<file path="src/rtl/pt_walk_pkg.sv">
package pt_walk_pkg;
    typedef enum logic [2:0] {
        ST_IDLE,
        ST_DIR,
        ST_TBL,
        ST_WB,
        ST_RESP
    } walk_st_e;

    localparam int ENT_PRESENT = 0;
    localparam int ENT_WRITE   = 1;
    localparam int ENT_USER    = 2;
    localparam int ENT_ACC     = 3;
    localparam int ENT_DIRTY   = 4;
    localparam int ENT_LARGE   = 7;
endpackage

</file>
<file path="src/rtl/pte_check.sv">
module pte_check
    import pt_walk_pkg::*;
#(
    parameter int AW = 32
) (
    input  logic [AW-1:0] entry,
    input  logic          is_write,
    input  logic          is_user,
    output logic          allow,
    output logic          wb_need,
    output logic [AW-1:0] wb_data
);
    always_comb begin
        allow = entry[ENT_PRESENT]
              && !(is_user  && !entry[ENT_USER])
              && !(is_write && !entry[ENT_WRITE]);
        wb_need = !entry[ENT_ACC] || (is_write && !entry[ENT_DIRTY]);
        wb_data = entry;
        wb_data[ENT_ACC] = 1'b1;
        if (is_write) begin
            wb_data[ENT_DIRTY] = 1'b1;
        end
    end
endmodule

</file>
<file path="src/rtl/pa_compose.sv">
module pa_compose #(
    parameter int AW    = 32,
    parameter int OFF_W = 12
) (
    input  logic [AW-1:0] dir_base,
    input  logic [AW-1:0] vaddr,
    input  logic [AW-1:0] entry,
    output logic [AW-1:0] dir_addr,
    output logic [AW-1:0] tbl_addr,
    output logic [AW-1:0] pa_small,
    output logic [AW-1:0] pa_large
);
    localparam int TIDX_W = OFF_W - 2;
    localparam int DIDX_W = AW - OFF_W - TIDX_W;
    localparam int LOFF_W = OFF_W + TIDX_W;

    always_comb begin
        dir_addr = {dir_base[AW-1:OFF_W], vaddr[AW-1 -: DIDX_W], 2'b00};
        tbl_addr = {entry[AW-1:OFF_W], vaddr[LOFF_W-1 -: TIDX_W], 2'b00};
        pa_small = {entry[AW-1:OFF_W], vaddr[OFF_W-1:0]};
        pa_large = {entry[AW-1:LOFF_W], vaddr[LOFF_W-1:0]};
    end
endmodule

</file>
<file path="src/rtl/pt_walker.sv">
module pt_walker
    import pt_walk_pkg::*;
#(
    parameter int AW    = 32,
    parameter int OFF_W = 12
) (
    input  logic          clk,
    input  logic          rst_n,
    input  logic          req_valid,
    output logic          req_ready,
    input  logic [AW-1:0] req_vaddr,
    input  logic          req_write,
    input  logic          req_user,
    input  logic          pg_enable,
    input  logic [AW-1:0] dir_base,
    output logic          resp_valid,
    output logic [AW-1:0] resp_paddr,
    output logic          resp_fault,
    output logic          mem_req,
    output logic          mem_we,
    output logic [AW-1:0] mem_addr,
    output logic [AW-1:0] mem_wdata,
    input  logic          mem_ack,
    input  logic [AW-1:0] mem_rdata
);
    walk_st_e      st;
    logic [AW-1:0] va_q, cur_addr_q, pa_q, wb_q;
    logic          wr_q, usr_q, flt_q;

    logic [AW-1:0] va_sel;
    logic [AW-1:0] dir_addr, tbl_addr, pa_small, pa_large, wb_data;
    logic          allow, wb_need;

    assign va_sel = (st == ST_IDLE) ? req_vaddr : va_q;

    pa_compose #(.AW(AW), .OFF_W(OFF_W)) compose_i (
        .dir_base (dir_base),
        .vaddr    (va_sel),
        .entry    (mem_rdata),
        .dir_addr (dir_addr),
        .tbl_addr (tbl_addr),
        .pa_small (pa_small),
        .pa_large (pa_large)
    );

    pte_check #(.AW(AW)) check_i (
        .entry    (mem_rdata),
        .is_write (wr_q),
        .is_user  (usr_q),
        .allow    (allow),
        .wb_need  (wb_need),
        .wb_data  (wb_data)
    );

    // State register and walk bookkeeping
    always_ff @(posedge clk) begin
        if (!rst_n) begin
            st         <= ST_IDLE;
            va_q       <= '0;
            cur_addr_q <= '0;
            pa_q       <= '0;
            wb_q       <= '0;
            wr_q       <= 1'b0;
            usr_q      <= 1'b0;
            flt_q      <= 1'b0;
        end else begin
            unique case (st)
                ST_IDLE: begin
                    if (req_valid) begin
                        va_q       <= req_vaddr;
                        wr_q       <= req_write;
                        usr_q      <= req_user;
                        flt_q      <= 1'b0;
                        cur_addr_q <= dir_addr;
                        if (!pg_enable) begin
                            pa_q <= req_vaddr;
                            st   <= ST_RESP;
                        end else begin
                            st <= ST_DIR;
                        end
                    end
                end
                ST_DIR: begin
                    if (mem_ack) begin
                        if (!allow) begin
                            flt_q <= 1'b1;
                            pa_q  <= '0;
                            st    <= ST_RESP;
                        end else if (mem_rdata[ENT_LARGE]) begin
                            pa_q <= pa_large;
                            wb_q <= wb_data;
                            st   <= wb_need ? ST_WB : ST_RESP;
                        end else begin
                            cur_addr_q <= tbl_addr;
                            st         <= ST_TBL;
                        end
                    end
                end
                ST_TBL: begin
                    if (mem_ack) begin
                        if (!allow) begin
                            flt_q <= 1'b1;
                            pa_q  <= '0;
                            st    <= ST_RESP;
                        end else begin
                            pa_q <= pa_small;
                            wb_q <= wb_data;
                            st   <= wb_need ? ST_WB : ST_RESP;
                        end
                    end
                end
                ST_WB: begin
                    if (mem_ack) begin
                        st <= ST_RESP;
                    end
                end
                ST_RESP: st <= ST_IDLE;
                default: st <= ST_IDLE;
            endcase
        end
    end

    // Outputs decoded from state
    always_comb begin
        req_ready  = (st == ST_IDLE);
        mem_req    = (st == ST_DIR) || (st == ST_TBL) || (st == ST_WB);
        mem_we     = (st == ST_WB);
        mem_addr   = cur_addr_q;
        mem_wdata  = (st == ST_WB) ? wb_q : '0;
        resp_valid = (st == ST_RESP);
        resp_paddr = pa_q;
        resp_fault = flt_q;
    end

    assert_hold_req_R9: assert property (@(posedge clk) disable iff (!rst_n)
        (mem_req && !mem_ack) |=> (mem_req && $stable(mem_addr)
                                   && $stable(mem_we) && $stable(mem_wdata)));

    assert_bypass_R1: assert property (@(posedge clk) disable iff (!rst_n)
        (req_valid && req_ready && !pg_enable) |=>
            (resp_valid && !resp_fault && !mem_req && resp_paddr == $past(req_vaddr)));

    assert_single_pulse_R11: assert property (@(posedge clk) disable iff (!rst_n)
        resp_valid |=> !resp_valid);

    assert_busy_R10: assert property (@(posedge clk) disable iff (!rst_n)
        mem_req |-> !req_ready);

    assert_fault_zero_R5: assert property (@(posedge clk) disable iff (!rst_n)
        (resp_valid && resp_fault) |-> (resp_paddr == '0));

    assert_wb_acc_R8: assert property (@(posedge clk) disable iff (!rst_n)
        mem_we |-> (mem_req && mem_wdata[ENT_ACC]));
endmodule

</file>
<file path="config.mk">
export PLATFORM = sky130hd
export DESIGN_NAME = pt_walker
export DESIGN_NICKNAME = d
export VERILOG_FILES = /design/src/rtl/pt_walk_pkg.sv /design/src/rtl/pte_check.sv /design/src/rtl/pa_compose.sv /design/src/rtl/pt_walker.sv
export SDC_FILE = /design/constraint.sdc
export NUM_CORES = 1
export LEC_CHECK = 0
export BUFFER_PORTS_ARGS = -buffer_cell sky130_fd_sc_hd__buf_2
export CAP_MARGIN = 20
export CORE_UTILIZATION = 40
export DETAILED_ROUTE_END_ITERATION = 16
export PLACE_DENSITY = 0.68
export SYNTH_ARGS = -nofsm -noshare
export SYNTH_HDL_FRONTEND = slang
export SYNTH_HIERARCHICAL = 1
export SYNTH_SLANG_ARGS = --single-unit
</file>
<file path="constraint.sdc">
create_clock -name clk -period 4.3 [get_ports clk]
set_input_delay 1.075 -clock clk [delete_from_list [all_inputs] [get_ports clk]]
set_output_delay 1.075 -clock clk [all_outputs]
set_load 0.01 [all_outputs]
</file>
==> run metrics, run 1 <==
1st-iter DRT viols=362; Internal=0.00284 W; Worst-Skew Late Latency=0.41 ns; most frequent cells in the layout=nand2_1 (200), buf_2 (190), dfxtp_1 (133); # rows=51; core area=a little under 20000 um^2; CTS tree=built; first drt pass iteration count=5; Die Area=20500 um^2; status=complete, no violations; FMAX=around 280 MHz; RSZ-0062 raised after global routing=false; post-cts sizing count=0; crit start category=flop; layout cells sized above 1=33.1%; Synth Instances=approximately 940; r2r startpoint=st[2]$_SDFFE_PN0P_; Top Layer Used=met4; clock root buffer=clkbuf_16; met3 WL post-DR=1.29 mm; FF-to-FF setup slack=1.72 ns; nets=1046; via count=6130; net switching power=0.00133 W; Net Sw Frac=a little under a third; Detail Placement HPWL=about 14 mm; max-slew violation count=0; Final Hold Fails=0; Hold Slack=approximately 0.45 ns; Distinct cells, synth=40; Ys Warns=6; CP endpoint=mem_wdata[0]; mean post-synth cell area=8.47 um^2; grt total ovfl=0; Netlist Area Pre-Place=approximately 8000 um^2; largest net degree at the start of global routing=80; worst endpoint required time=between 3 and 4 ns; Metal-1 WL=9.69 mm; Placed Cells=approximately 1200; initial antenna violation count=1; top_reg_cell synth=dfxtp_1; Fin Clk Skew=0.0117 ns; Final Cycle Share=82.6%; Fin Setup TNS=0 ns; Min-Delay Path Class=reg2reg; Horiz. Die Dim=approximately 140 um; IO Pins=204; kind of end point of the critical path=output pin; Clock Tree Buf Depth=2; critical path arrival=2.48 ns; number of diodes=0; crit-path max FO=21; crit path from=st[0]$_SDFFE_PN0P_; DR WL met2=9.54 mm; # Post-CTS Setup Buffers=0; clk slew on worst S/H paths=approximately 0.06 ns; Leak Pwr=3.87 nW; GPL Wtd Cong=0.786; Final ANT Viol Nets=0; Clk pwr share=36.2%; setup ws final=0.749 ns; PwrDens=488 nW/um^2; Final setup viols=0; total CTS buffers=17; share of total power in combinational logic=between 20% and 30%; chip height=between 100 and 150 um; final WL=20.9 mm; part of the power in registers=35.9%; final std cells w/o fill=1221; min cycle time layout=3.55 ns; endpoint of the worst register-to-register path=resp_paddr[11]$_SDFFE_PN0P_; Initial Utilization=a little over 40%; Seq/Total Area, Yosys=33.6%; Sink Count=134; Slew headroom=27.8%; first-pass GRT wire length=31.3 mm; DR WL/cell=17.1 um; maximum VDD drop=about 0.31 mV; Max Cap Violations=0; synthesized flop and latch total=134; ys async rst share=0%; Port Buffers=191; crit path kind=reg2out; path depth of the worst reg2reg path=5; P&R area growth vs syn=7.00%; Vias/cell=about 5.0; DP Worst Slack=1.03 ns; most common cell after layout, fill and taps aside=nand2_1; H-tree Lvls=4; DRC=0; hold-fix buffer count after cts=0; vias in the first global route=5534; GRT Resource Usage Total=20.3%; Slew @ Worst Pin=~1.1 ns; number of synthesized flops with an enable pin=0; final core occ=43.8%
==> worst min path at each step <==
stage / from / endpoint / slack [ns] / cells past startpoint
final: wb_q[9]$_SDFFE_PN0P_ / wb_q[9]$_SDFFE_PN0P_ / 0.45 / 2
after global routing: va_q[3]$_SDFFE_PN0P_ / va_q[3]$_SDFFE_PN0P_ / 0.47 / 2
after CTS: wb_q[9]$_SDFFE_PN0P_ / wb_q[9]$_SDFFE_PN0P_ / 0.45 / 2
after detailed placement: wb_q[9]$_SDFFE_PN0P_ / wb_q[9]$_SDFFE_PN0P_ / 0.44 / 2
after global placement: wb_q[9]$_SDFFE_PN0P_ / wb_q[9]$_SDFFE_PN0P_ / 0.44 / 2
after floorplan: wb_q[1]$_SDFFE_PN0P_ / wb_q[1]$_SDFFE_PN0P_ / 0.43 / 2
==> logic make-up after synthesis <==
group	after synthesis	share of synthesized area [%]
mux	67	8.90
simple gates	258	13.9
flops	134	33.6
buf+inv	239	19.8
xor+xnor	1	0.110
compound gates	242	23.6
other cells	2	0.0940
==> registers in the layout, indices dropped and copies added, names as in the netlist <==
name,flops
mem_addr,32
resp_paddr,32
va_q,32
wb_q,32
st,3
resp_fault,1
usr_q,1
wr_q,1
==> cells in the mapped netlist (4+ instances only) <==
master    number  area share (%)
clkbuf_1      42             2.0
a22oi_1       32             3.0
a21boi_1      17             1.6
nor2_1         5            0.24
o21ai_1        4            0.25
nand2b_1       6            0.47
o221a_2       30             4.2
buf_2         23             1.4
buf_6          6            0.85
a21oi_1       35             2.2
and2_1        34             2.7
dfxtp_1      134              34
nand2_1      200             9.4
o211a_1       33             4.1
nand3b_1       4            0.38
o21ai_0       30             1.9
mux2i_1       35             4.4
a21boi_0      49             4.6
buf_4        163              15
mux2_2        32             4.5
==> metrics by stage <==
| stage | instance area, um^2 | power, W |
|---|---|---|
| 2_1_floorplan | 8000 | 0.00251 |
| 6_report | 8540 | 0.00417 |
| 5_1_grt | 8540 | 0.00439 |
| 4_1_cts | 8540 | 0.00421 |
| 3_5_place_dp | 7940 | 0.00268 |
| 3_3_place_gp | 7940 | 0.00267 |
==> cell type report <==
cell class              instances  area (um^2)
clock inverters                11          148
well taps                     265          332
repair buffers                214         1130
multi-input cells             573         3780
flip-flops and latches        134         2680
clock buffers                  21          460
inverters                       3         11.3
fillers                      1926        11000
==> power groups by stage <==
| stage | Combinational [W] | Clock (W) | Sequential (W) |
|---|---|---|---|
| global placement | 0.00115 | 0 | 0.00152 |
| CTS | 0.00117 | 0.00155 | 0.00149 |
| finish | 0.00116 | 0.00151 | 0.00149 |
| detailed placement | 0.00116 | 0 | 0.00152 |
| global route | 0.00128 | 0.00160 | 0.00151 |
| floorplan | 0.000960 | 0 | 0.00155 |
==> critical path, stage by stage, from the launching register on <==
cell     delay [ns]
dfxtp_1        0.84
nand2_1        0.13
nor2_2         0.46
buf_4          0.33
and2_1         0.16
buf_2          0.12
==> layer usage <==
layer | vias up | global-route usage, %
li1 | 3071 | -
met1 | 2836 | 27.0
met2 | 205 | 32.2
met3 | 18 | 5.20
met4 | 0 | 6.27
met5 | - | 0
(Power assumes the default switching activity.)
==> run 2: changes to the inputs <==
PLACE_DENSITY = 0.7   (was 0.68)
clock period = 2.95 ns   (was 4.3 ns; I/O delays follow)
==> run 2 against run 1 <==
Against the previous run: flip-flop and latch count is the same; clock power grew 40%; power grew 45%; first-iteration DRC count grew 35%; cell count grew 0.16%; final area grew 1.2%; critical path depth is the same; utilization grew 0.53 points; critical path type unchanged.
==> run metrics, run 2 (synthesis gave the netlist of run 1 again) <==
IO Pins=204 (unchanged); Hold EP=wb_q[7]$_SDFFE_PN0P_; Leak Pwr=3.91 nW (+1.1%); worst endpoint required time=2.21 ns (-1.01 ns); Initial Utilization=40.9% (unchanged); Worst Hold Depth=2 (unchanged); kind of end point of the critical path=output pin; final WL=21.0 mm (+0.83%); layout cells sized above 1=33.7% (+0.66 points); RSZ-0062 raised after global routing=false; Port Buffers=191 (unchanged); endpoint of the worst register-to-register path=resp_paddr[7]$_SDFFE_PN0P_; hold-fix buffer count after cts=0 (unchanged); initial antenna violation count=0 (-1); grt total ovfl=0 (unchanged); Vias/cell=5.09 (+1.4%); Max Cap Violations=0 (unchanged); Placed Cells=1194 (+0.42%); Detail Placement HPWL=14.2 mm (+0.83%); clock root buffer=clkbuf_16; Fin Clk Skew=0.00839 ns (-0.00328 ns); number of diodes=0 (unchanged); Final Hold Fails=0 (unchanged); H-tree Lvls=4 (unchanged); PwrDens=700 nW/um^2 (+43%); net switching power=0.00193 W (+45%); total CTS buffers=17 (unchanged); vias in the first global route=5633 (+1.8%); status=complete, no violations; min cycle time layout=2.53 ns; Fin Setup TNS=0 ns (unchanged); Die Area=20500 um^2 (unchanged); first-pass GRT wire length=31.7 mm (+1.1%); Clock Tree Buf Depth=2 (unchanged); nets=1051 (+0.48%); slowest CP cell=dfxtp_2; crit-path max FO=33 (+57%); worst path cell trace=nand2_1, nor2_2, buf_12, and2_1, buf_2; critical path arrival=1.80 ns (-0.68 ns); path depth of the worst reg2reg path=6 (+1); share of total power in combinational logic=29.0% (+1.1 points); Net Sw Frac=31.8% (-0.049 points); final core occ=44.3% (+0.53 points); Sink Count=134 (unchanged); Final Cycle Share=85.9%; largest net degree at the start of global routing=65 (-19%); Internal=0.00412 W (+45%); maximum VDD drop=0.456 mV (+48%); final std cells w/o fill=1223 (+0.16%); most common cell after layout, fill and taps aside=nand2_1; part of the power in registers=36.2% (+0.3 points); Hold Startpoint=wb_q[7]$_SDFFE_PN0P_; post-cts sizing count=0 (unchanged); Final ANT Viol Nets=0 (unchanged); Clk pwr share=34.9% (-1.3 points); first drt pass iteration count=5 (unchanged); # rows=51 (unchanged); Slew headroom=35.3% (+7.5 points); r2r startpoint=st[0]$_SDFFE_PN0P_; Slew @ Worst Pin=0.966 ns (-0.117 ns); FF-to-FF setup slack=0.72 ns (-1.00 ns); DR WL/cell=17.2 um (+0.67%); FMAX=395 MHz; DRC=0 (unchanged); GPL Wtd Cong=0.772 (-1.9%); P&R area growth vs syn=8.29%; most frequent cells in the layout=nand2_1 (200), buf_2 (190), dfxtp_1 (131); GRT Resource Usage Total=20.4% (+0.047 points); Worst-Skew Late Latency=0.42 ns (about the same); 1st-iter DRT viols=489 (+35%); CTS tree=built; crit start category=flop; clk slew on worst S/H paths=0.06 ns (about the same); max-slew violation count=0 (unchanged); Horiz. Die Dim=143 um (unchanged); Min-Delay Path Class=reg2reg; crit path kind=reg2out; core area=19500 um^2 (unchanged); CP peak stage delay=0.62 ns (-0.22 ns); chip height=143 um (unchanged); Final setup viols=0 (unchanged); # Post-CTS Setup Buffers=0 (unchanged); via count=6226 (+1.6%)
[run 2: power groups by stage]
stage               registers, W  logic [W]  clock network (W)
global placement         0.00222    0.00172                  0
global route             0.00222    0.00191            0.00225
detailed placement       0.00222    0.00175                  0
floorplan                0.00226    0.00140                  0
CTS                      0.00219    0.00176            0.00217
finish                   0.00219    0.00175            0.00211
[run 2: cell type report]
cell class,count,area [um^2]
fillers,1944,10900
multi-input cells,573,3780
flip-flops and latches,134,2690
repair buffers,219,1260
clock buffers,21,480
well taps,265,332
clock inverters,8,100
inverters,3,11.3
[run 2: per-layer routing]
metal  vias to the layer above  track usage, %  part of all wire [%]
met5                         -               0                     0
met4                         0            7.17                   1.5
li1                       3082               -                     -
met3                        21            5.76                   8.2
met1                      2883            27.1                    46
met2                       240            31.4                    45
[run 2: worst max path at each step]
stage                  startpoint                        end  depth (start not counted)
2_1_floorplan        mem_rdata[2]  mem_addr[23]$_SDFFE_PN0P_                          6
3_3_place_gp         mem_rdata[2]  mem_addr[30]$_SDFFE_PN0P_                          7
3_5_place_dp         mem_rdata[2]   mem_addr[8]$_SDFFE_PN0P_                          7
4_1_cts        st[0]$_SDFFE_PN0P_              mem_wdata[22]                          5
5_1_grt        st[0]$_SDFFE_PN0P_               mem_wdata[0]                          5
6_report       st[0]$_SDFFE_PN0P_               mem_wdata[0]                          5
[run 2: critical path: cells and delay by family, from the launching register on]
kind          cells  cell delay (ns)
simple gates      3             0.42
buf+inv           2             0.32
flops             1             0.62
[run 2: stage by stage]
step | power, W | area [um^2] | setup WS, ns | hold slack (ns)
detailed placement | 0.00397 | 8060 | 0.500 | 0.445
finish | 0.00605 | 8650 | 0.416 | 0.447
global placement | 0.00394 | 8060 | 0.521 | 0.436
CTS | 0.00611 | 8640 | 0.120 | 0.453
global route | 0.00637 | 8650 | 0.273 | 0.472
floorplan | 0.00366 | 8000 | 0.686 | 0.430
==> run 3: changes to the inputs <==
CORE_UTILIZATION = 45   (was 40)
PLACE_DENSITY = 0.77   (was 0.7)
==> run 3 against run 2 <==
Against the previous run: flip-flop and latch count is the same; routed wire length decreased by 5.5%; clock power hardly changed; clock skew is 0.0043 ns lower; power shrank 1.3%; critical path depth unchanged; utilization rose by 5.1 points; die area decreased by 11%; worst hold slack about the same; largest power group unchanged.
==> run metrics, run 3 (synthesis gave the netlist of run 1 again) <==
layout cells sized above 1=32.7% (-1.0 points); Slew @ Worst Pin=0.974 ns (+0.00805 ns); H-tree Lvls=4 (unchanged); Final setup viols=0 (unchanged); maximum VDD drop=0.494 mV (+8.3%); part of the power in registers=36.4% (+0.2 points); clk slew on worst S/H paths=0.06 ns (about the same); final core occ=49.4% (+5.1 points); GPL Wtd Cong=0.777 (+0.73%); Layout fillers=1637 (-16%); number of diodes=0 (unchanged); IO Pins=204 (unchanged); crit start category=flop; PwrDens=699 nW/um^2 (about the same); critical path arrival=1.84 ns (+0.04 ns); kind of end point of the critical path=output pin; max-slew violation count=0 (unchanged); total CTS buffers=17 (unchanged); worst endpoint required time=2.21 ns (about the same); Worst-Skew Late Latency=0.42 ns (about the same); DR WL/cell=16.9 um (-2.0%); RSZ-0062 raised after global routing=false; post-cts sizing count=0 (unchanged); GRT Resource Usage Total=22.2% (+1.8 points); hold-fix buffer count after cts=0 (unchanged); crit path kind=reg2out; worst path cell trace=nand2_1, nor2_2, buf_4, and2_1, buf_2; final WL=19.9 mm (-5.5%); via count=6155 (-1.1%); Final Cell Area=8540 um^2 (-1.2%); min cycle time layout=2.58 ns (+0.0457 ns); DRC=0 (unchanged); chip height=135 um (-5.6%); most frequent cells in the layout=nand2_1 (200), buf_2 (190), dfxtp_1 (133); nets=1047 (-0.38%); CP peak stage delay=0.59 ns (-0.03 ns); crit-path max FO=33 (unchanged); Min-Delay Path Class=reg2reg; Initial Utilization=46.2% (+5.3 points); # rows=48 (-5.9%); vias in the first global route=5683 (+0.89%); Final Cycle Share=87.5% (+1.5 points); status=complete, no violations; core area=17300 um^2 (-11%); Sink Count=134 (unchanged); grt total ovfl=0 (unchanged); share of total power in combinational logic=28.8% (-0.2 points); Vias/cell=5.22 (+2.5%); Slew headroom=34.7% (-0.54 points); Max Cap Violations=0 (unchanged); Die Area=18300 um^2 (-11%); Final ANT Viol Nets=0 (unchanged); Horiz. Die Dim=135 um (-5.6%); P&R area growth vs syn=6.97%; # Post-CTS Setup Buffers=0 (unchanged); Clock Tree Buf Depth=2 (unchanged); Port Buffers=191 (unchanged); largest net degree at the start of global routing=65 (unchanged); FF-to-FF setup slack=0.66 ns (-0.06 ns); first-pass GRT wire length=30.9 mm (-2.6%); Cell Area, Placed=7980 um^2 (-1.1%); Clk pwr share=34.8% (about the same); initial antenna violation count=0 (unchanged); CTS tree=built; 1st-iter DRT viols=369 (-25%); Final Hold Fails=0 (unchanged); first drt pass iteration count=5 (unchanged); clock root buffer=clkbuf_16; Leak Pwr=3.90 nW (-0.33%); Net Sw Frac=31.1% (-0.71 points); Fin Clk Skew=0.00414 ns (-0.00426 ns); Detail Placement HPWL=13.5 mm (-5.0%); Fin Setup TNS=0 ns (unchanged); Internal=0.00411 W (-0.25%); most common cell after layout, fill and taps aside=nand2_1; net switching power=0.00186 W (-3.5%); slowest CP cell=dfxtp_1; FMAX=388 MHz (-1.8%)
==> run 3: final timing paths <==
path	startpoint	end	cells after the start
max reg2reg	st[0]$_SDFFE_PN0P_	resp_paddr[25]$_SDFFE_PN0P_	6
max	st[0]$_SDFFE_PN0P_	mem_wdata[23]	5
min reg2reg	wb_q[20]$_SDFFE_PN0P_	wb_q[20]$_SDFFE_PN0P_	2
min	wb_q[20]$_SDFFE_PN0P_	wb_q[20]$_SDFFE_PN0P_	2
==> run 3: cell type report <==
cell class                 count  area [um^2]  area share [%]
clock buffer                  25          495            5.80
clock inverter                 4         70.1           0.820
inverter                       3         11.3           0.132
multi-input combinational    573         3770            44.2
sequential                   134         2680            31.4
tap                          225          282            3.30
timing repair buffer         215         1230            14.4
==> run 3: per-layer routing <==
metal	part of all wire, %	wire (um)	global-route usage, %
met1	47	9310	29.8
met2	45	8910	33.8
met3	5.9	1170	5.57
met4	2.5	497	8.86
met5	0	0	0
==> run 3: power by group through the flow <==
stage | registers, W | clock network [W] | logic (W)
2_1_floorplan | 0.00226 | 0 | 0.00140
3_3_place_gp | 0.00220 | 0 | 0.00171
3_5_place_dp | 0.00221 | 0 | 0.00173
4_1_cts | 0.00217 | 0.00212 | 0.00174
5_1_grt | 0.00220 | 0.00221 | 0.00188
6_report | 0.00217 | 0.00208 | 0.00172
==> run 3: critical path: cells and delay by family, from the launching register on <==
family | cells | cell delay [ns]
buf+inv | 2 | 0.43
simple gates | 3 | 0.39
flops | 1 | 0.59
==> run 3: per-stage QoR <==
stage          cells  setup WS [ns]  hold slack (ns)  power (W)
2_1_floorplan    946          0.686            0.430    0.00366
3_3_place_gp    1150          0.494            0.437    0.00391
3_5_place_dp    1150          0.448            0.442    0.00394
4_1_cts         1179          0.330            0.450    0.00603
5_1_grt         1179          0.224            0.469    0.00629
6_report        1179          0.370            0.447    0.00597
